[src/rtl/adc_fmt_pkg.sv]
package adc_fmt_pkg;
  localparam int PAT_W = 3;
  localparam logic [PAT_W-1:0] PAT_NONE  = 3'b000;
  localparam logic [PAT_W-1:0] PAT_ONES  = 3'b001;
  localparam logic [PAT_W-1:0] PAT_ZEROS = 3'b010;
  localparam logic [PAT_W-1:0] PAT_ALT   = 3'b011;
  localparam logic [PAT_W-1:0] PAT_CHECK = 3'b100;
endpackage

[src/rtl/adc_fmt_code.sv]
module adc_fmt_code #(
  parameter int DW = 12
) (
  input  logic [DW-1:0] sample_i,
  input  logic          twos_i,
  input  logic          scramble_i,
  input  logic          flip_odd_i,
  output logic [DW-1:0] coded_o
);
  logic [DW-1:0] odd_mask;
  logic [DW-1:0] step_twos;
  logic [DW-1:0] step_scr;

  for (genvar g = 0; g < DW; g++) begin : g_odd
    assign odd_mask[g] = ((g % 2) == 1);
  end

  // odd-bit inversion keeps offset binary, so it masks the MSB flip
  always_comb begin
    step_twos = sample_i;
    if (twos_i && !flip_odd_i) begin
      step_twos[DW-1] = ~sample_i[DW-1];
    end
  end

  always_comb begin
    step_scr = step_twos;
    if (scramble_i) begin
      step_scr[DW-1:1] = step_twos[DW-1:1] ^ {(DW-1){step_twos[0]}};
    end
  end

  always_comb begin
    coded_o = step_scr;
    if (flip_odd_i) begin
      coded_o = step_scr ^ odd_mask;
    end
  end
endmodule

[src/rtl/adc_fmt_pattern.sv]
module adc_fmt_pattern
  import adc_fmt_pkg::*;
#(
  parameter int DW = 12,
  localparam int WW = DW + 1
) (
  input  logic             clk,
  input  logic             rst_n,
  input  logic [PAT_W-1:0] sel_i,
  output logic             active_o,
  output logic [WW-1:0]    word_o
);
  logic [PAT_W-1:0] sel_prev_q, sel_prev_d;
  logic             phase_q, phase_d;
  logic             phase_cur;
  logic             sel_changed;
  logic [WW-1:0]    chk_word;

  for (genvar g = 0; g < WW; g++) begin : g_chk
    assign chk_word[g] = (((DW - g) % 2) == 0);
  end

  always_comb begin
    sel_changed = (sel_i != sel_prev_q);
    phase_cur   = sel_changed ? 1'b0 : phase_q;
    phase_d     = ~phase_cur;
    sel_prev_d  = sel_i;
  end

  always_comb begin
    active_o = 1'b1;
    word_o   = '0;
    unique case (sel_i)
      PAT_ONES:  word_o = '1;
      PAT_ZEROS: word_o = '0;
      PAT_ALT:   word_o = phase_cur ? '0 : '1;
      PAT_CHECK: word_o = phase_cur ? ~chk_word : chk_word;
      default:   active_o = 1'b0;
    endcase
  end

  always_ff @(posedge clk or negedge rst_n) begin
    if (!rst_n) begin
      sel_prev_q <= PAT_NONE;
      phase_q    <= 1'b0;
    end else begin
      sel_prev_q <= sel_prev_d;
      phase_q    <= phase_d;
    end
  end
endmodule

[src/rtl/adc_fmt_outreg.sv]
module adc_fmt_outreg #(
  parameter int DW = 12,
  localparam int WW = DW + 1
) (
  input  logic          clk,
  input  logic          rst_n,
  input  logic          oe_i,
  input  logic [WW-1:0] word_i,
  output logic [DW-1:0] data_o,
  output logic          ovf_o,
  output logic          pad_oe_o,
  output logic          dclk_o
);
  logic [WW-1:0] word_q, word_d;
  logic          oe_q, oe_d;
  logic          clk_en_q;

  always_comb begin
    word_d = oe_i ? word_i : '0;
    oe_d   = oe_i;
  end

  always_ff @(posedge clk or negedge rst_n) begin
    if (!rst_n) begin
      word_q <= '0;
      oe_q   <= 1'b0;
    end else begin
      word_q <= word_d;
      oe_q   <= oe_d;
    end
  end

  // enable captured while clk is low, so the gated clock never chops a pulse
  always_ff @(negedge clk or negedge rst_n) begin
    if (!rst_n) begin
      clk_en_q <= 1'b0;
    end else begin
      clk_en_q <= oe_q;
    end
  end

  assign data_o   = word_q[DW-1:0];
  assign ovf_o    = word_q[DW];
  assign pad_oe_o = oe_q;
  assign dclk_o   = clk & clk_en_q;
endmodule

[src/rtl/adc_out_fmt.sv]
module adc_out_fmt
  import adc_fmt_pkg::*;
#(
  parameter int DW = 12
) (
  input  logic             clk,
  input  logic             rst_n,
  input  logic [DW-1:0]    sample_i,
  input  logic             ovf_i,
  input  logic             cfg_twos_i,
  input  logic             cfg_scramble_i,
  input  logic             cfg_flip_odd_i,
  input  logic [PAT_W-1:0] cfg_pat_i,
  input  logic             cfg_oe_i,
  output logic [DW-1:0]    data_o,
  output logic             ovf_o,
  output logic             dclk_o,
  output logic             pad_oe_o
);
  localparam int WW = DW + 1;

  logic [1:0]    rst_sync_q;
  logic          rst_s_n;
  logic [DW-1:0] coded;
  logic          pat_active;
  logic [WW-1:0] pat_word;
  logic [WW-1:0] word_sel;

  always_ff @(posedge clk or negedge rst_n) begin
    if (!rst_n) begin
      rst_sync_q <= 2'b00;
    end else begin
      rst_sync_q <= {rst_sync_q[0], 1'b1};
    end
  end
  assign rst_s_n = rst_sync_q[1];

  adc_fmt_code #(.DW(DW)) u_code (
    .sample_i   (sample_i),
    .twos_i     (cfg_twos_i),
    .scramble_i (cfg_scramble_i),
    .flip_odd_i (cfg_flip_odd_i),
    .coded_o    (coded)
  );

  adc_fmt_pattern #(.DW(DW)) u_pat (
    .clk      (clk),
    .rst_n    (rst_s_n),
    .sel_i    (cfg_pat_i),
    .active_o (pat_active),
    .word_o   (pat_word)
  );

  // test patterns win over every coding option
  always_comb begin
    word_sel = pat_active ? pat_word : {ovf_i, coded};
  end

  adc_fmt_outreg #(.DW(DW)) u_out (
    .clk      (clk),
    .rst_n    (rst_s_n),
    .oe_i     (cfg_oe_i),
    .word_i   (word_sel),
    .data_o   (data_o),
    .ovf_o    (ovf_o),
    .pad_oe_o (pad_oe_o),
    .dclk_o   (dclk_o)
  );
endmodule

[config.mk]
export PLATFORM = sky130hd
export DESIGN_NAME = adc_out_fmt
export DESIGN_NICKNAME = d
export VERILOG_FILES = /design/src/rtl/adc_fmt_pkg.sv /design/src/rtl/adc_fmt_code.sv /design/src/rtl/adc_fmt_pattern.sv /design/src/rtl/adc_fmt_outreg.sv /design/src/rtl/adc_out_fmt.sv
export SDC_FILE = /design/constraint.sdc
export NUM_CORES = 1
export LEC_CHECK = 0
export ABC_AREA = 1
export CELL_PAD_IN_SITES_DETAIL_PLACEMENT = 0
export CELL_PAD_IN_SITES_GLOBAL_PLACEMENT = 1
export CORE_ASPECT_RATIO = 0.5
export CORE_UTILIZATION = 36
export CTS_CLUSTER_DIAMETER = 50
export DETAILED_ROUTE_END_ITERATION = 6
export PLACE_DENSITY = 0.94
export REMOVE_ABC_BUFFERS = 1
export SETUP_SLACK_MARGIN = 0.1
export SLEW_MARGIN = 10
export SYNTH_ARGS = -nofsm -noshare
export SYNTH_HDL_FRONTEND = slang
export SYNTH_HIERARCHICAL = 1
export SYNTH_SLANG_ARGS = --single-unit
[constraint.sdc]
create_clock -name clk -period 1.7 [get_ports clk]
set_input_delay 0.51 -clock clk [delete_from_list [all_inputs] [get_ports clk]]
set_output_delay 0.51 -clock clk [all_outputs]
set_load 0.02 [all_outputs]
-- Word level (Yosys, flattened, before mapping)
Index checks and enable logic that the tools add are counted.
- input bits: 22
- register bits: 21
- output and inout bits: 15
- logic and storage cells: 29
- eq/ne operators: 5
- bitwise operators: 5
- muxes and demuxes: 10
- reductions and logical operators: 3
- operators with widths (cell ; count):
    2-to-1 mux 13 bit ; 4
    one-hot mux 13 bit (3 select lines) ; 1
    2-to-1 mux 12 bit ; 1
    2-to-1 mux 11 bit ; 1
    bitwise XOR 11 bit ; 1
    equality test 3 x 2 -> 1 bit, second input constant ; 2
    inverter 6 bit ; 1
    OR reduction 4 bit ; 1
    equality test 3 x 1 -> 1 bit, second input constant ; 1
    equality test 3 bit, second input constant ; 1
    2-to-1 mux 1 bit ; 3
    inequality test 3 bit ; 1
    inverter 1 bit ; 2
    AND 1 bit ; 1
    logical AND 1 bit ; 1
    zero test 1 bit ; 1

-- Logic depth before layout (Yosys ltp)
Gate-level depths: netlist of run 1.
- depth after elaboration: 9
- gate-level depth with buffers: 12
- gate-level depth less buffers: 11

-- Modules after synthesis
Netlist of run 1, hierarchy kept.
- modules (own cells, without submodules) (module ; area an instance (µm²) ; cells each ; instances ; seq. area each (µm²)):
    adc_fmt_outreg ; 491.7 ; 44 ; 1 ; 375.4
    adc_fmt_pattern ; 339.1 ; 44 ; 1 ; 100.1
    adc_fmt_code ; 335.3 ; 65 ; 1 ; 0.0
    adc_out_fmt ; 222.7 ; 45 ; 1 ; 50.0

==> results of run 1 <==
-- where the power goes --
| part | total (mW) | internal [mW] | switching (mW) |
|---|---|---|---|
| clock | 0.561 | 0.346 | 0.215 |
| sequential | 0.545 | 0.535 | 0.0106 |
| combinational | 0.356 | 0.155 | 0.202 |
-- path summary, 6_finish.rpt --
check / depth (start not counted) / slack [ns] / endpoint
min: 1 / 0.24 / u_out/word_q[1]$_DFF_PN0_
max: 3 / -0.65 / dclk_o
min in group clk: 0 / 0.36 / rst_sync_q[1]$_DFF_PN0_
max reg2reg: 0 / 0.35 / u_out/clk_en_q$_DFF_NN0_
min reg2reg: 1 / 0.24 / u_out/word_q[1]$_DFF_PN0_
max in group asynchronous: 0 / 0.83 / u_out/clk_en_q$_DFF_NN0_
-- cell type report --
type | count | area, µm² | area share
multi-input cells | 125 | 596.8 | 0.3238
flip-flops and latches | 21 | 525.5 | 0.2851
repair buffers | 48 | 427.9 | 0.2322
inverters | 34 | 127.6 | 0.06925
clock buffers | 8 | 97.59 | 0.05295
well taps | 51 | 63.81 | 0.03462
clock inverters | 1 | 3.754 | 0.002037
-- metrics by stage --
step | total power [mW] | utilization | area [µm²] | hold slack, ns | instances
after detailed placement | 0.9806 | 0.4937 | 1760 | 0.2478 | 280
final | 1.463 | 0.5168 | 1843 | 0.2402 | 288
after global routing | 1.556 | 0.5168 | 1843 | 0.2755 | 288
after global placement | 0.9718 | 0.4937 | 1760 | 0.2319 | 280
after floorplan | 0.7826 | - | 1246 | 0.2144 | 181
after CTS | 1.480 | 0.5158 | 1839 | 0.2485 | 288
-- flip-flops by register name (all words and copies together) (netlist names) --
register,flops
rst_sync_q,2
u_out/clk_en_q,1
u_out/pad_oe_o,1
u_out/word_q,13
u_pat/phase_q,1
u_pat/sel_prev_q,3
-- cell usage after synthesis (all sizes together) --
| master | count |
|---|---|
| buf | 17 |
| xnor2 | 5 |
| nand2 | 95 |
| dfrtp | 20 |
| conb | 1 |
| dfrtn | 1 |
| inv | 35 |
| nor2 | 5 |
| o21ai | 1 |
| nand3 | 16 |
| a21oi | 1 |
| a22oi | 1 |
-- placed cells by master (no fill, tap or decap), drive strengths merged, types with 5 or more instances in the layout --
| master | instances |
|---|---|
| xnor2 | 5 |
| dfrtp | 20 |
| nand3 | 16 |
| nor2 | 5 |
| clkbuf | 7 |
| dlygate4sd2 | 16 |
| clkdlybuf4s50 | 17 |
| buf | 14 |
| inv | 35 |
| nand2 | 95 |
-- kinds of logic (layout without fill, tap and decap cells) --
| group | count (synthesis) | after routing | share of synthesized area |
|---|---|---|---|
| xor+xnor | 5 | 5 | 0.03153 |
| buf+inv | 52 | 91 | 0.1973 |
| simple gates | 116 | 116 | 0.3748 |
| flops | 21 | 21 | 0.3784 |
| compound gates | 3 | 3 | 0.01532 |
| other cells | 1 | 1 | 0.002700 |
-- per-layer routing --
layer  global-route usage  wire length (µm)
met5                    0                 0
met4              0.05902                 3
met3              0.04833                92
met2               0.2554              1367
met1               0.1523              1198
-- what timing repair did --
action / in CTS / in global routing
hold buffers: 0 / 0
resized for setup: 26 / 3
endpoints found under the setup margin: 29 / 8
cloned: 1 / 0
pin swaps: 0 / 0
==> metrics.cfg, run 1 <==
[outcome]
outcome = finished, violations left
failed_checks = negative setup slack

[place]
io_buffers = 36
place.gp.congestion = 0.7179
dp_hpwl_um = 1946
post-place-ws_ns = -0.6847

[global_routing]
antenna_found_initial = 0
grt_pass1_vias = 1073
grt_pass1_wl_um = 4374
grt_start_max_net_pins = 19
grt_overflow = 0
grt_use_total = 0.1383

[route]
avgRoutedWirePerCell_um = 9.243
routed_wl_um = 2662
via_per_inst = 4.236
drt_iter0_drc = 48
drc = 0
firstDrtPassIters = 4
vias = 1220
ant_nets = 0

[setup_path]
r2r-start = u_out/pad_oe_o$_DFF_PN0_
crit_required_ns = 1.19
cp_slowest_cell = dfrtn_1
crit_path_start = u_out/clk_en_q$_DFF_NN0_
setup.worst_path.start_class = flip-flop
slowest_delay_ns = 0.38
path_buf_inv = 2
cp_max_fo = 1
endpoint_kind = output port
cp_top_family = flip-flops
path_class = reg -> out
worstPathCellList = nand2_1, inv_2, buf_6
critPathArrivalTime_ns = 1.84

[pwr]
peakVddDrop_uv = 333.6
cellLeakagePower_nw = 1.139
cellPowerDensity_nw_per_um2 = 793.6

[timing]
tns_ns = -0.6455
finalSetupViolCount = 2
fin_skew_ns = 0.02935
setup_ws_ns = -0.6455
rsz0062_at_grt = yes
finalHoldViolCount = 0
slew_viol_final = 0

[yosys]
ys_types = 19
ys_top_cells_by_area = dfrtp_1 (36%), nand2_1 (24%), inv_1 (8.1%)
ys_warn_count = 6
syn_inst = 198
yosysTopAreaCell = dfrtp_1
synth_area_um2 = 1389
synth_top_area_frac = 0.3604
ys_seq_area_frac = 0.3784
avgSynthCellArea_um2 = 7.014
ys_ff_latch = 21

[worst_hold_path]
hold_class = reg -> async

[floorplanning]
dieHeight_um = 45.92
die_x_um = 89.84
ios = 37
design.core.area_um2 = 3566
dieArea_um2 = 4125
initial_utilization = 0.3895
num_rows = 15

[clocking]
path_clk_slew_ns = 0.07
cts_setup_buffers = 0
cts_tree = done
clock_latency_ns = 0.38

[layout]
nNetsFinal = 260
antenna_cells = 0
syn_to_final_growth_pct = 32.70
drive_above_1_share = 0.1857
fillers = 358

[flow_run]
drv_cap = 0

(Power assumes the default switching activity.)
==> run 2, diff against run 1 <==
--- a/config.mk
+++ b/config.mk
@@ -12,7 +12,7 @@
 export CORE_UTILIZATION = 36
 export CTS_CLUSTER_DIAMETER = 50
 export DETAILED_ROUTE_END_ITERATION = 6
-export PLACE_DENSITY = 0.94
+export PLACE_DENSITY = 0.8
 export REMOVE_ABC_BUFFERS = 1
 export SETUP_SLACK_MARGIN = 0.1
 export SLEW_MARGIN = 10
==> run 2 against run 1 <==
Compared with the run above: the flow still finishes with violations (negative setup slack); register-to-register slack barely moved; combinational power is essentially flat; critical path depth did not move; worst hold slack gained 0.014 ns; power shrank 0.11%; die area did not move; worst setup slack got worse by 0.0083 ns; clock power hardly changed; clock-buffer cell count stayed put; critical path type unchanged; critical endpoint unchanged; highest routed layer unchanged.
==> metrics.cfg, run 2 (synthesis results as in run 1) <==
[outcome]
outcome = finished, violations left
failed_checks = negative setup slack

[setup_path]
cp_max_fo = 1  ; unchanged
r2r_slack_ns = 0.35  ; about the same
critPathArrivalTime_ns = 1.84  ; about the same
setup.worst_path.start_class = flip-flop
crit_required_ns = 1.19  ; about the same
path_class = reg -> out
worst_r2r_path_depth = 0  ; unchanged
endpoint_kind = output port
r2r-start = u_out/pad_oe_o$_DFF_PN0_
timing.rr.end = u_out/clk_en_q$_DFF_NN0_

[global_routing]
grt_pass1_vias = 1044  ; -2.7%
grt_use_total = 0.1324  ; -0.005969
grt_pass1_wl_um = 4181  ; -4.4%
grt_overflow = 0  ; unchanged
grt_start_max_net_pins = 19  ; unchanged
antenna_found_initial = 0  ; unchanged

[worst_hold_path]
hold_class = reg -> async

[route]
routed_wl_um = 2476  ; -7.0%
vias = 1163  ; -4.7%
firstDrtPassIters = 4  ; unchanged
via_per_inst = 4.052  ; -4.3%
avgRoutedWirePerCell_um = 8.627  ; -6.7%
drt_iter0_drc = 32  ; -33%
ant_nets = 0  ; unchanged
drc = 0  ; unchanged

[floorplanning]
dieHeight_um = 45.92  ; unchanged
die_x_um = 89.84  ; unchanged
ios = 37  ; unchanged
num_rows = 15  ; unchanged
dieArea_um2 = 4125  ; unchanged
initial_utilization = 0.3895  ; unchanged
design.core.area_um2 = 3566  ; unchanged

[timing]
setup_ws_ns = -0.6537  ; -0.008267 ns
rsz0062_at_grt = yes
slew_viol_final = 0  ; unchanged
finalHoldViolCount = 0  ; unchanged
finalSetupViolCount = 2  ; unchanged
fin_skew_ns = 0.02746  ; -0.001892 ns
fin_hold_ws_ns = 0.2539  ; +0.01365 ns

[pwr]
cellPowerDensity_nw_per_um2 = 788.4  ; -0.65%
cellLeakagePower_nw = 1.131  ; -0.69%
peakVddDrop_uv = 299.3  ; -10%
power.total_mw = 1.461  ; -0.11%

[place]
dp_hpwl_um = 1900  ; -2.4%
io_buffers = 36  ; unchanged
place.gp.congestion = 0.7681  ; +7.0%

[clocking]
cts_tree = done
hold_buffers = 0  ; unchanged
clock_latency_ns = 0.39  ; about the same
cts_setup_buffers = 0  ; unchanged
cts_resized = 22  ; -15%
path_clk_slew_ns = 0.07  ; about the same

[layout]
syn_to_final_growth_pct = 33.42
fillers = 358  ; unchanged
nNetsFinal = 259  ; -0.38%
layout_commonest_cell = nand2_1
reg.largest.list = u_out/word_q: 13 flops, u_pat/sel_prev_q: 3 flops, rst_sync_q: 2 flops
drive_above_1_share = 0.1780  ; -0.007688
antenna_cells = 0  ; unchanged
regMostFlops = u_out/word_q
final_util = 0.5196  ; +0.002807
largest_reg_flops = 13  ; unchanged
layout_common_cells = nand2_1 (88), inv_1 (30), dfrtp_1 (20), clkdlybuf4s50_1 (18), buf_4 (11)

[flow_run]
drv_cap = 0  ; unchanged

[run 2: layout make-up]
type / count / area (µm²) / area share
multi-input combinational: 125 / 594.3 / 0.3207
timing repair buffer: 47 / 437.9 / 0.2363
tap: 51 / 63.81 / 0.03444
clock buffer: 8 / 97.59 / 0.05267
clock inverter: 1 / 3.754 / 0.002026
inverter: 34 / 130.1 / 0.07022
sequential: 21 / 525.5 / 0.2836
[run 2: power by group]
part,leakage (nW),internal (mW),switching [mW]
registers,0.263,0.534,0.0101
clock network,0.0604,0.345,0.217
logic,0.807,0.159,0.196
total,1.13,1.04,0.423
[run 2: critical path, stage by stage, from the launching register on]
cell,delay (ns)
dfrtn_1,0.39
nand2_1,0.05
inv_1,0.06
buf_6,0.11
[run 2: routing by layer]
metal | routed length, µm | share of wire | vias up | track usage
met5 | 0 | 0 | - | 0
met4 | 16 | 0.0065 | 0 | 0.07541
met3 | 75 | 0.030 | 3 | 0.04833
met2 | 1160 | 0.47 | 17 | 0.2215
met1 | 1224 | 0.49 | 500 | 0.1535
li1 | - | - | 643 | -
[run 2: through the flow]
| stage | area, µm² | worst slack [ns] | TNS [ns] | cells |
|---|---|---|---|---|
| final | 1853 | -0.6537 | -0.6537 | 287 |
| after global routing | 1853 | -0.7140 | -0.7140 | 287 |
| after CTS | 1832 | -0.6715 | -0.6715 | 287 |
| after detailed placement | 1760 | -0.6912 | -5.235 | 280 |
| after global placement | 1760 | -0.6847 | -5.048 | 280 |
| after floorplan | 1246 | -0.1992 | -1.356 | 181 |
[run 2: worst max-delay path by stage]
stage / start / to / slack [ns]
final: u_out/clk_en_q$_DFF_NN0_ / dclk_o / -0.65
after floorplan: u_out/clk_en_q$_DFF_NN0_ / dclk_o / -0.20
after CTS: u_out/clk_en_q$_DFF_NN0_ / dclk_o / -0.67
after global routing: u_out/clk_en_q$_DFF_NN0_ / dclk_o / -0.71
after global placement: u_out/clk_en_q$_DFF_NN0_ / dclk_o / -0.68
after detailed placement: u_out/clk_en_q$_DFF_NN0_ / dclk_o / -0.69
